`src/rtl/pss_pkg.sv`:
```
package pss_pkg;

  typedef enum logic [2:0] {
    ST_IDLE,
    ST_ROW_CLR,
    ST_COL_CLR,
    ST_ROW_ADV,
    ST_COL_ADV,
    ST_SETTLE,
    ST_CONV,
    ST_OUT
  } seq_st_e;

  // A programmed length of zero is promoted to one cycle.
  function automatic int unsigned pss_eff(input int unsigned v);
    return (v == 0) ? 1 : v;
  endfunction

  // Timed states are those whose exit is decided by the shared timer.
  function automatic logic pss_timed(input seq_st_e s);
    return (s == ST_ROW_CLR) || (s == ST_COL_CLR) || (s == ST_ROW_ADV) ||
           (s == ST_COL_ADV) || (s == ST_SETTLE);
  endfunction

endpackage

```
`src/rtl/pss_step_timer.sv`:
```
module pss_step_timer #(
  parameter int CNT_W = 8
) (
  input  logic             clk,
  input  logic             rst_n,
  input  logic             ld,
  input  logic [CNT_W-1:0] ld_val,
  output logic             expired
);

  logic [CNT_W-1:0] cnt;

  always_ff @(posedge clk or negedge rst_n) begin
    if (!rst_n)             cnt <= '0;
    else if (ld)            cnt <= ld_val - CNT_W'(1);
    else if (cnt != '0)     cnt <= cnt - CNT_W'(1);
  end

  assign expired = (cnt == '0);

  // the sequencer never asks for a zero-length interval
  p_load_nonzero_r4: assert property (@(posedge clk) disable iff (!rst_n)
    ld |-> (ld_val != '0));

endmodule

```
`src/rtl/pss_frame_pacer.sv`:
```
module pss_frame_pacer #(
  parameter int MIN_CYC = 5_000_000
) (
  input  logic clk,
  input  logic rst_n,
  input  logic frame_go,
  output logic open_q
);

  localparam int FW = (MIN_CYC > 1) ? $clog2(MIN_CYC + 1) : 1;

  logic [FW-1:0] left;

  always_ff @(posedge clk or negedge rst_n) begin
    if (!rst_n)            left <= '0;
    else if (frame_go)     left <= FW'(MIN_CYC - 1);
    else if (left != '0)   left <= left - FW'(1);
  end

  assign open_q = (left == '0);

  generate
    if (MIN_CYC > 1) begin : g_chk
      // an accepted start closes the window on the next cycle
      p_window_closes_r3: assert property (@(posedge clk) disable iff (!rst_n)
        frame_go |=> !open_q);
    end
  endgenerate

endmodule

```
`src/rtl/pss_adc_xfer.sv`:
```
module pss_adc_xfer #(
  parameter int FRAME_BITS = 16,
  parameter int LEAD       = 2,
  parameter int DW         = 12,
  parameter int HALF       = 2
) (
  input  logic          clk,
  input  logic          rst_n,
  input  logic          go,
  input  logic          miso,
  output logic          cs_n,
  output logic          sclk,
  output logic          done,
  output logic [DW-1:0] sample
);

  localparam int DVW = (HALF > 1) ? $clog2(HALF) : 1;
  localparam int BW  = $clog2(FRAME_BITS + 1);
  localparam int TOP = FRAME_BITS - 1 - LEAD;

  logic                  active;
  logic [DVW-1:0]        dcnt;
  logic [BW-1:0]         nfall;
  logic [FRAME_BITS-1:0] shreg;
  logic                  sclk_q;
  logic                  done_q;
  logic                  tick;

  assign tick = active && (dcnt == DVW'(HALF - 1));

  always_ff @(posedge clk or negedge rst_n) begin
    if (!rst_n) begin
      active <= 1'b0;
      dcnt   <= '0;
      nfall  <= '0;
      shreg  <= '0;
      sclk_q <= 1'b0;
      done_q <= 1'b0;
    end else begin
      done_q <= 1'b0;
      if (go && !active) begin
        active <= 1'b1;
        dcnt   <= '0;
        nfall  <= '0;
        sclk_q <= 1'b0;
      end else if (active) begin
        if (tick) begin
          dcnt   <= '0;
          sclk_q <= ~sclk_q;
          if (!sclk_q) begin
            shreg <= {shreg[FRAME_BITS-2:0], miso};
          end else begin
            if (nfall == BW'(FRAME_BITS - 1)) begin
              active <= 1'b0;
              done_q <= 1'b1;
            end
            nfall <= nfall + BW'(1);
          end
        end else begin
          dcnt <= dcnt + DVW'(1);
        end
      end
    end
  end

  assign cs_n   = ~active;
  assign sclk   = sclk_q;
  assign done   = done_q;
  assign sample = shreg[TOP -: DW];

  // serial clock rests low outside a transaction
  p_sclk_idle_r7: assert property (@(posedge clk) disable iff (!rst_n)
    cs_n |-> !sclk);

  // a conversion is requested only while the link is free
  p_go_when_free_r7: assert property (@(posedge clk) disable iff (!rst_n)
    go |-> cs_n);

endmodule

```
`src/rtl/pix_scan_seq.sv`:
```
module pix_scan_seq
  import pss_pkg::*;
#(
  parameter int COLS          = 112,
  parameter int ROWS          = 112,
  parameter int DW            = 12,
  parameter int ADC_BITS      = 16,
  parameter int ADC_LEAD      = 2,
  parameter int SCLK_HALF     = 2,
  parameter int CNT_W         = 8,
  parameter int MIN_FRAME_CYC = 5_000_000,
  localparam int CW           = (COLS > 1) ? $clog2(COLS) : 1,
  localparam int RW           = (ROWS > 1) ? $clog2(ROWS) : 1
) (
  input  logic             clk,
  input  logic             rst_n,
  input  logic             frame_start,
  input  logic [CNT_W-1:0] cfg_pulse_w,
  input  logic [CNT_W-1:0] cfg_settle,
  output logic             img_row_clr,
  output logic             img_col_clr,
  output logic             img_row_step,
  output logic             img_col_step,
  output logic             adc_cs_n,
  output logic             adc_sclk,
  input  logic             adc_miso,
  output logic             pix_valid,
  input  logic             pix_ready,
  output logic [DW-1:0]    pix_data,
  output logic [RW-1:0]    pix_row,
  output logic [CW-1:0]    pix_col,
  output logic             pix_sof,
  output logic             pix_eof
);

  seq_st_e st, st_n;

  // named internal events
  logic             frame_go;
  logic             pace_open;
  logic             tmr_ld;
  logic [CNT_W-1:0] tmr_val;
  logic             tmr_exp;
  logic             adc_go;
  logic             adc_done;
  logic [DW-1:0]    adc_sample;
  logic             px_fire;
  logic             last_col;
  logic             last_row;

  logic [RW-1:0]    row_q;
  logic [CW-1:0]    col_q;
  logic [DW-1:0]    data_q;

  assign frame_go = (st == ST_IDLE) && frame_start && pace_open;
  assign px_fire  = (st == ST_OUT) && pix_ready;
  assign last_col = (col_q == CW'(COLS - 1));
  assign last_row = (row_q == RW'(ROWS - 1));
  assign adc_go   = (st == ST_SETTLE) && tmr_exp;

  always_comb begin
    st_n = st;
    case (st)
      ST_IDLE:    if (frame_go) st_n = ST_ROW_CLR;
      ST_ROW_CLR: if (tmr_exp)  st_n = ST_COL_CLR;
      ST_ROW_ADV: if (tmr_exp)  st_n = ST_COL_CLR;
      ST_COL_CLR: if (tmr_exp)  st_n = ST_SETTLE;
      ST_COL_ADV: if (tmr_exp)  st_n = ST_SETTLE;
      ST_SETTLE:  if (tmr_exp)  st_n = ST_CONV;
      ST_CONV:    if (adc_done) st_n = ST_OUT;
      ST_OUT: begin
        if (px_fire) begin
          if (!last_col)     st_n = ST_COL_ADV;
          else if (last_row) st_n = ST_IDLE;
          else               st_n = ST_ROW_ADV;
        end
      end
      default: st_n = ST_IDLE;
    endcase
  end

  assign tmr_ld  = (st_n != st) && pss_timed(st_n);
  assign tmr_val = (st_n == ST_SETTLE) ? CNT_W'(pss_eff(int'(cfg_settle)))
                                       : CNT_W'(pss_eff(int'(cfg_pulse_w)));

  always_ff @(posedge clk or negedge rst_n) begin
    if (!rst_n) st <= ST_IDLE;
    else        st <= st_n;
  end

  always_ff @(posedge clk or negedge rst_n) begin
    if (!rst_n) begin
      row_q <= '0;
      col_q <= '0;
    end else if (frame_go) begin
      row_q <= '0;
      col_q <= '0;
    end else if (px_fire) begin
      if (last_col) begin
        col_q <= '0;
        row_q <= last_row ? '0 : row_q + RW'(1);
      end else begin
        col_q <= col_q + CW'(1);
      end
    end
  end

  always_ff @(posedge clk or negedge rst_n) begin
    if (!rst_n)        data_q <= '0;
    else if (adc_done) data_q <= adc_sample;
  end

  pss_step_timer #(.CNT_W(CNT_W)) u_tmr (
    .clk     (clk),
    .rst_n   (rst_n),
    .ld      (tmr_ld),
    .ld_val  (tmr_val),
    .expired (tmr_exp)
  );

  pss_frame_pacer #(.MIN_CYC(MIN_FRAME_CYC)) u_pace (
    .clk      (clk),
    .rst_n    (rst_n),
    .frame_go (frame_go),
    .open_q   (pace_open)
  );

  pss_adc_xfer #(
    .FRAME_BITS (ADC_BITS),
    .LEAD       (ADC_LEAD),
    .DW         (DW),
    .HALF       (SCLK_HALF)
  ) u_adc (
    .clk    (clk),
    .rst_n  (rst_n),
    .go     (adc_go),
    .miso   (adc_miso),
    .cs_n   (adc_cs_n),
    .sclk   (adc_sclk),
    .done   (adc_done),
    .sample (adc_sample)
  );

  assign img_row_clr  = (st == ST_ROW_CLR);
  assign img_col_clr  = (st == ST_COL_CLR);
  assign img_row_step = (st == ST_ROW_ADV);
  assign img_col_step = (st == ST_COL_ADV);

  assign pix_valid = (st == ST_OUT);
  assign pix_data  = data_q;
  assign pix_row   = row_q;
  assign pix_col   = col_q;
  assign pix_sof   = pix_valid && (row_q == '0) && (col_q == '0);
  assign pix_eof   = pix_valid && last_row && last_col;

  // address pins never overlap
  p_one_pin_r4: assert property (@(posedge clk) disable iff (!rst_n)
    $onehot0({img_row_clr, img_col_clr, img_row_step, img_col_step}));

  // pointer pins stay quiet during a conversion
  p_quiet_conv_r7: assert property (@(posedge clk) disable iff (!rst_n)
    !adc_cs_n |-> !(img_row_clr || img_col_clr || img_row_step || img_col_step));

  // a stalled pixel keeps its payload
  p_hold_r9: assert property (@(posedge clk) disable iff (!rst_n)
    (pix_valid && !pix_ready) |=>
      (pix_valid && $stable(pix_data) && $stable(pix_row) && $stable(pix_col)));

  // a row clear only ever follows a start request
  p_clr_after_start_r2: assert property (@(posedge clk) disable iff (!rst_n)
    $rose(img_row_clr) |-> $past(frame_start));

  // the end-of-frame handshake leaves the block idle
  p_eof_idle_r11: assert property (@(posedge clk) disable iff (!rst_n)
    (pix_valid && pix_ready && pix_eof) |=>
      (!pix_valid && adc_cs_n && !img_col_clr && !img_col_step && !img_row_step));

endmodule

```
`config.mk`:
```
export PLATFORM = sky130hd
export DESIGN_NAME = pix_scan_seq
export DESIGN_NICKNAME = d
export VERILOG_FILES = /design/src/rtl/pss_pkg.sv /design/src/rtl/pss_step_timer.sv /design/src/rtl/pss_frame_pacer.sv /design/src/rtl/pss_adc_xfer.sv /design/src/rtl/pix_scan_seq.sv
export SDC_FILE = /design/constraint.sdc
export NUM_CORES = 1
export LEC_CHECK = 0
export ABC_AREA = 1
export BUFFER_PORTS_ARGS = -buffer_cell sky130_fd_sc_hd__buf_2
export CORE_MARGIN = 3
export CORE_UTILIZATION = 59
export CTS_BUF_LIST = sky130_fd_sc_hd__clkbuf_4 sky130_fd_sc_hd__clkbuf_8
export DETAILED_ROUTE_END_ITERATION = 10
export GPL_TIMING_DRIVEN = 0
export PLACE_DENSITY = 0.86
export SLEW_MARGIN = 40
export SYNTH_ARGS = -nofsm -noshare
export SYNTH_HDL_FRONTEND = slang
export SYNTH_SLANG_ARGS = --single-unit
```
`constraint.sdc`:
```
create_clock -name clk -period 2.5 [get_ports clk]
set_input_delay 0.5 -clock clk [delete_from_list [all_inputs] [get_ports clk]]
set_output_delay 0.5 -clock clk [all_outputs]
set_load 0.05 [all_outputs]
```
==> results by group <==
Outcome
  – Status: complete, no violations

Synthesis
  – Post-synth net total: 578
  – Mapped Area: 4550 um2
  – EDFF count, synth: 0
  – Synth async-reset ratio: 1.00
  – Sequential fraction of the synthesis area: 0.456
  – Synth warnings: 0
  – Biggest area consumer among synthesized cells: dfrtp_1
  – Synth Area per Inst: 8.31 um2
  – Predominant post-synthesis flop cell: dfrtp_1
  – Mapped Cells: 548
  – Synth top area share: 0.456
  – Number of synthesized register bits: 83
  – Synth top area cells: dfrtp_1 (46%), nand2_1 (6.5%), inv_1 (5.9%), nor2_1 (5.9%), a21oi_1 (4.0%)
  – Count of cell types in the netlist: 46

Timing
  – RSZ-0062 raised after global routing: yes
  – Max-slew violations: 0
  – Fin crit share: 0.965
  – Worst-margin pin slew: 0.591 ns
  – WHS: 0.390 ns
  – Setup TNS: 0 ns
  – Skew final: 0.0104 ns
  – # setup viols final: 0
  – Relative slew slack: 0.602
  – FMAX: 415 MHz
  – Final worst path period need: 2.41 ns
  – Final hold vios: 0

Detailed routing
  – ANT nets after route: 0
  – DRC viols: 0
  – Initial DRC Count: 234
  – DRT Pass-1 Iters: 5
  – Vias/cell: 5.45
  – Drt wl/cell: 13.7 um
  – Vias: 4008
  – Total Wirelength: 10100 um

Placement
  – Hpwl dp: 7310 um
  – DP Cell Count: 703
  – RePlAce Congestion: 0.946
  – PortBufs: 55

Floorplanning
  – Die Span X: 93.8 um
  – Starting density of the core: 0.618
  – Die height: 93.8 um
  – Core area: 7370 um2
  – Num rows: 31
  – Die Area: 8810 um2
  – Ports: 56

Clock network
  – Worst-skew pair later-pin latency: 0.37 ns
  – CTS tree: done
  – H-tree Lvls: 3
  – Root buf cell: clkbuf_8
  – Worst-path clk slew: 0.10 ns
  – Clk buf depth: 2
  – Clk sinks: 83
  – CTS buffer count: 9

Critical path
  – FF-to-FF setup slack: 0.09 ns
  – Max FO, Critical Path: 6
  – RR Endpoint: u_tmr.cnt[6]
  – CP Launch Type: flip-flop
  – Worst EP arrival: 2.72 ns
  – CP required: 2.81 ns
  – Worst r2r src: st[2]
  – FF-to-FF path depth: 17
  – WS Path Type: flip-flop to flip-flop
  – Crit path capture type: flip-flop

Global routing
  – Total Routing Usage GR: 0.238
  – Vias in the first global route: 3830
  – Largest net degree at the start of global routing: 58
  – Initial antenna violation count: 0
  – Overflow after GRT: 0
  – First-pass GRT wire length: 16700 um

Power
  – Pwr dens: 871 nW/um2
  – Pleak: 2.77 nW
  – Max rail drop VDD: 0.544 mV
  – Final Power: 4.71 mW

Min path
  – Worst Hold Path EP: u_adc.shreg[0]
  – Worst Hold Launch: adc_miso
  – Hold path depth: 3
  – Worst Hold Class: primary input to flip-flop

Layout
  – Antenna Cells: 0
  – Finished Layout Cells: 736
  – Area Growth Syn to Fin: 18.9%
  – Layout cell share with drive strength beyond 1: 0.284
  – Final #Nets: 662

Flow run
  – Max-capacitance violation count: 0
[where the power goes]
group          total, mW  leakage, nW  switching [mW]  internal [mW]
combinational       1.81         1.62            1.15          0.658
sequential          1.94         1.04           0.263           1.67
clock              0.969        0.102           0.571          0.398
[how the worst max path moves through the flow]
stage / startpoint / end / cells past startpoint
floorplan: pix_row[0] / u_tmr.cnt[6] / 20
global placement: pix_col[1] / u_tmr.cnt[6] / 18
detailed placement: u_pace.left[0] / u_tmr.cnt[6] / 18
CTS: pix_row[0] / u_tmr.cnt[6] / 21
global route: u_tmr.cnt[6] / u_tmr.cnt[5] / 17
finish: st[2] / u_tmr.cnt[6] / 17
[synthesized netlist by cell type, types with 2 or more instances]
| master | n |
|---|---|
| nand3_2 | 4 |
| nand2_2 | 18 |
| nor2_2 | 9 |
| o211ai_1 | 2 |
| clkbuf_1 | 3 |
| xnor2_1 | 2 |
| ha_1 | 9 |
| nand3b_1 | 3 |
| inv_2 | 6 |
| dfrtp_1 | 83 |
| nand2_1 | 79 |
| mux2_2 | 6 |
| nand2_4 | 2 |
| mux2i_1 | 5 |
| a22oi_1 | 2 |
| o22ai_1 | 2 |
| buf_6 | 2 |
| nand2_8 | 2 |
| nor3_1 | 17 |
| xor2_1 | 8 |
| o21ai_1 | 2 |
| nor2_4 | 7 |
| o21ai_0 | 30 |
| nand3_1 | 30 |
| nor2_1 | 71 |
| a21oi_1 | 36 |
| a31oi_1 | 3 |
| nor4_1 | 9 |
| inv_1 | 72 |
| nand4_1 | 8 |
[layout by cell type (no fill, tap or decap), drive strengths merged, types with 2 or more instances in the layout]
master	netlist	final
a21oi	36	36
a22oi	2	2
a31oi	3	3
buf	4	76
clkbuf	3	12
clkinv	1	2
dfrtp	83	83
ha	9	9
inv	78	84
mux2	6	6
mux2i	5	5
nand2	101	101
nand3	34	34
nand3b	3	3
nand4	9	9
nor2	87	87
nor3	18	18
nor4	9	9
o211ai	2	2
o21ai	33	33
o22ai	3	3
xnor2	2	2
xor2	8	8
[worst max-delay path, cell delays in order (launching register included)]
cell and delay (ns):
dfrtp_1 0.46, inv_2 0.15, nand3_2 0.15, nor2_4 0.17
nand4_4 0.14, nand2_2 0.09, nand2_2 0.07, nand2_1 0.07
nand2_2 0.06, nand2_4 0.13, nand3_1 0.12, nand2_2 0.12
ha_4 0.14, a21boi_4 0.20, nand3_2 0.09, nand2_1 0.06
nand2_1 0.05, nor2_1 0.08
[stage by stage]
stage,setup slack [ns],util,instance area (um2)
2_1_floorplan,0.00811,-,4590
3_3_place_gp,0.0408,0.677,4990
3_5_place_dp,-0.0559,0.681,5020
4_1_cts,0.0117,0.712,5240
5_1_grt,-0.0992,0.734,5410
6_report,0.0885,0.734,5410
[kinds of logic (layout without fill, tap and decap cells)]
kind of cell | after synthesis | count (layout) | share of synthesized area
AND/OR/NAND/NOR | 263 | 263 | 0.292
buffers and inverters | 86 | 175 | 0.0756
multiplexers | 11 | 11 | 0.0258
flip-flops | 83 | 83 | 0.456
adder cells (fa/ha/maj) | 9 | 9 | 0.0247
XOR/XNOR | 10 | 10 | 0.0192
AO/OA/AOI/OAI | 86 | 86 | 0.107
[flip-flops by register name (all words and copies together), names as in the netlist]
name and cells:
u_adc.shreg 14, pix_data 12, st 3, u_tmr.cnt 8
pix_row 7, u_adc.active 1, u_pace.left 23, u_adc.dcnt 1
u_adc.sclk 1, u_adc.nfall 5, pix_col 7, u_adc.done 1
[layer usage]
layer	GRT usage	share of wire	up-vias	wire length (um)
met5	0	0	-	0
met4	0.0794	0.021	0	212
met3	0.0529	0.060	28	605
met2	0.405	0.49	132	4970
met1	0.300	0.43	1888	4300
li1	-	-	1960	-
[final cells by class]
class	instances	area, um2
fillers	545	1960
plain buffers	7	42.5
repair buffers	73	443
multi-input cells	379	2220
clock inverters	7	71.3
inverters	79	302
clock buffers	9	124
flip-flops and latches	83	2090
well taps	99	124
[repair_timing]
action / 4_1_cts / 5_1_grt
pin swaps: 0 / 10
setup endpoints to repair: 2 / 7
hold buffers: 1 / 0
gates resized for setup: 2 / 19
buffers inserted: 1 / 15
hold endpoints to repair: 26 / 0
Note: power is estimated with default switching activity, not from simulation.
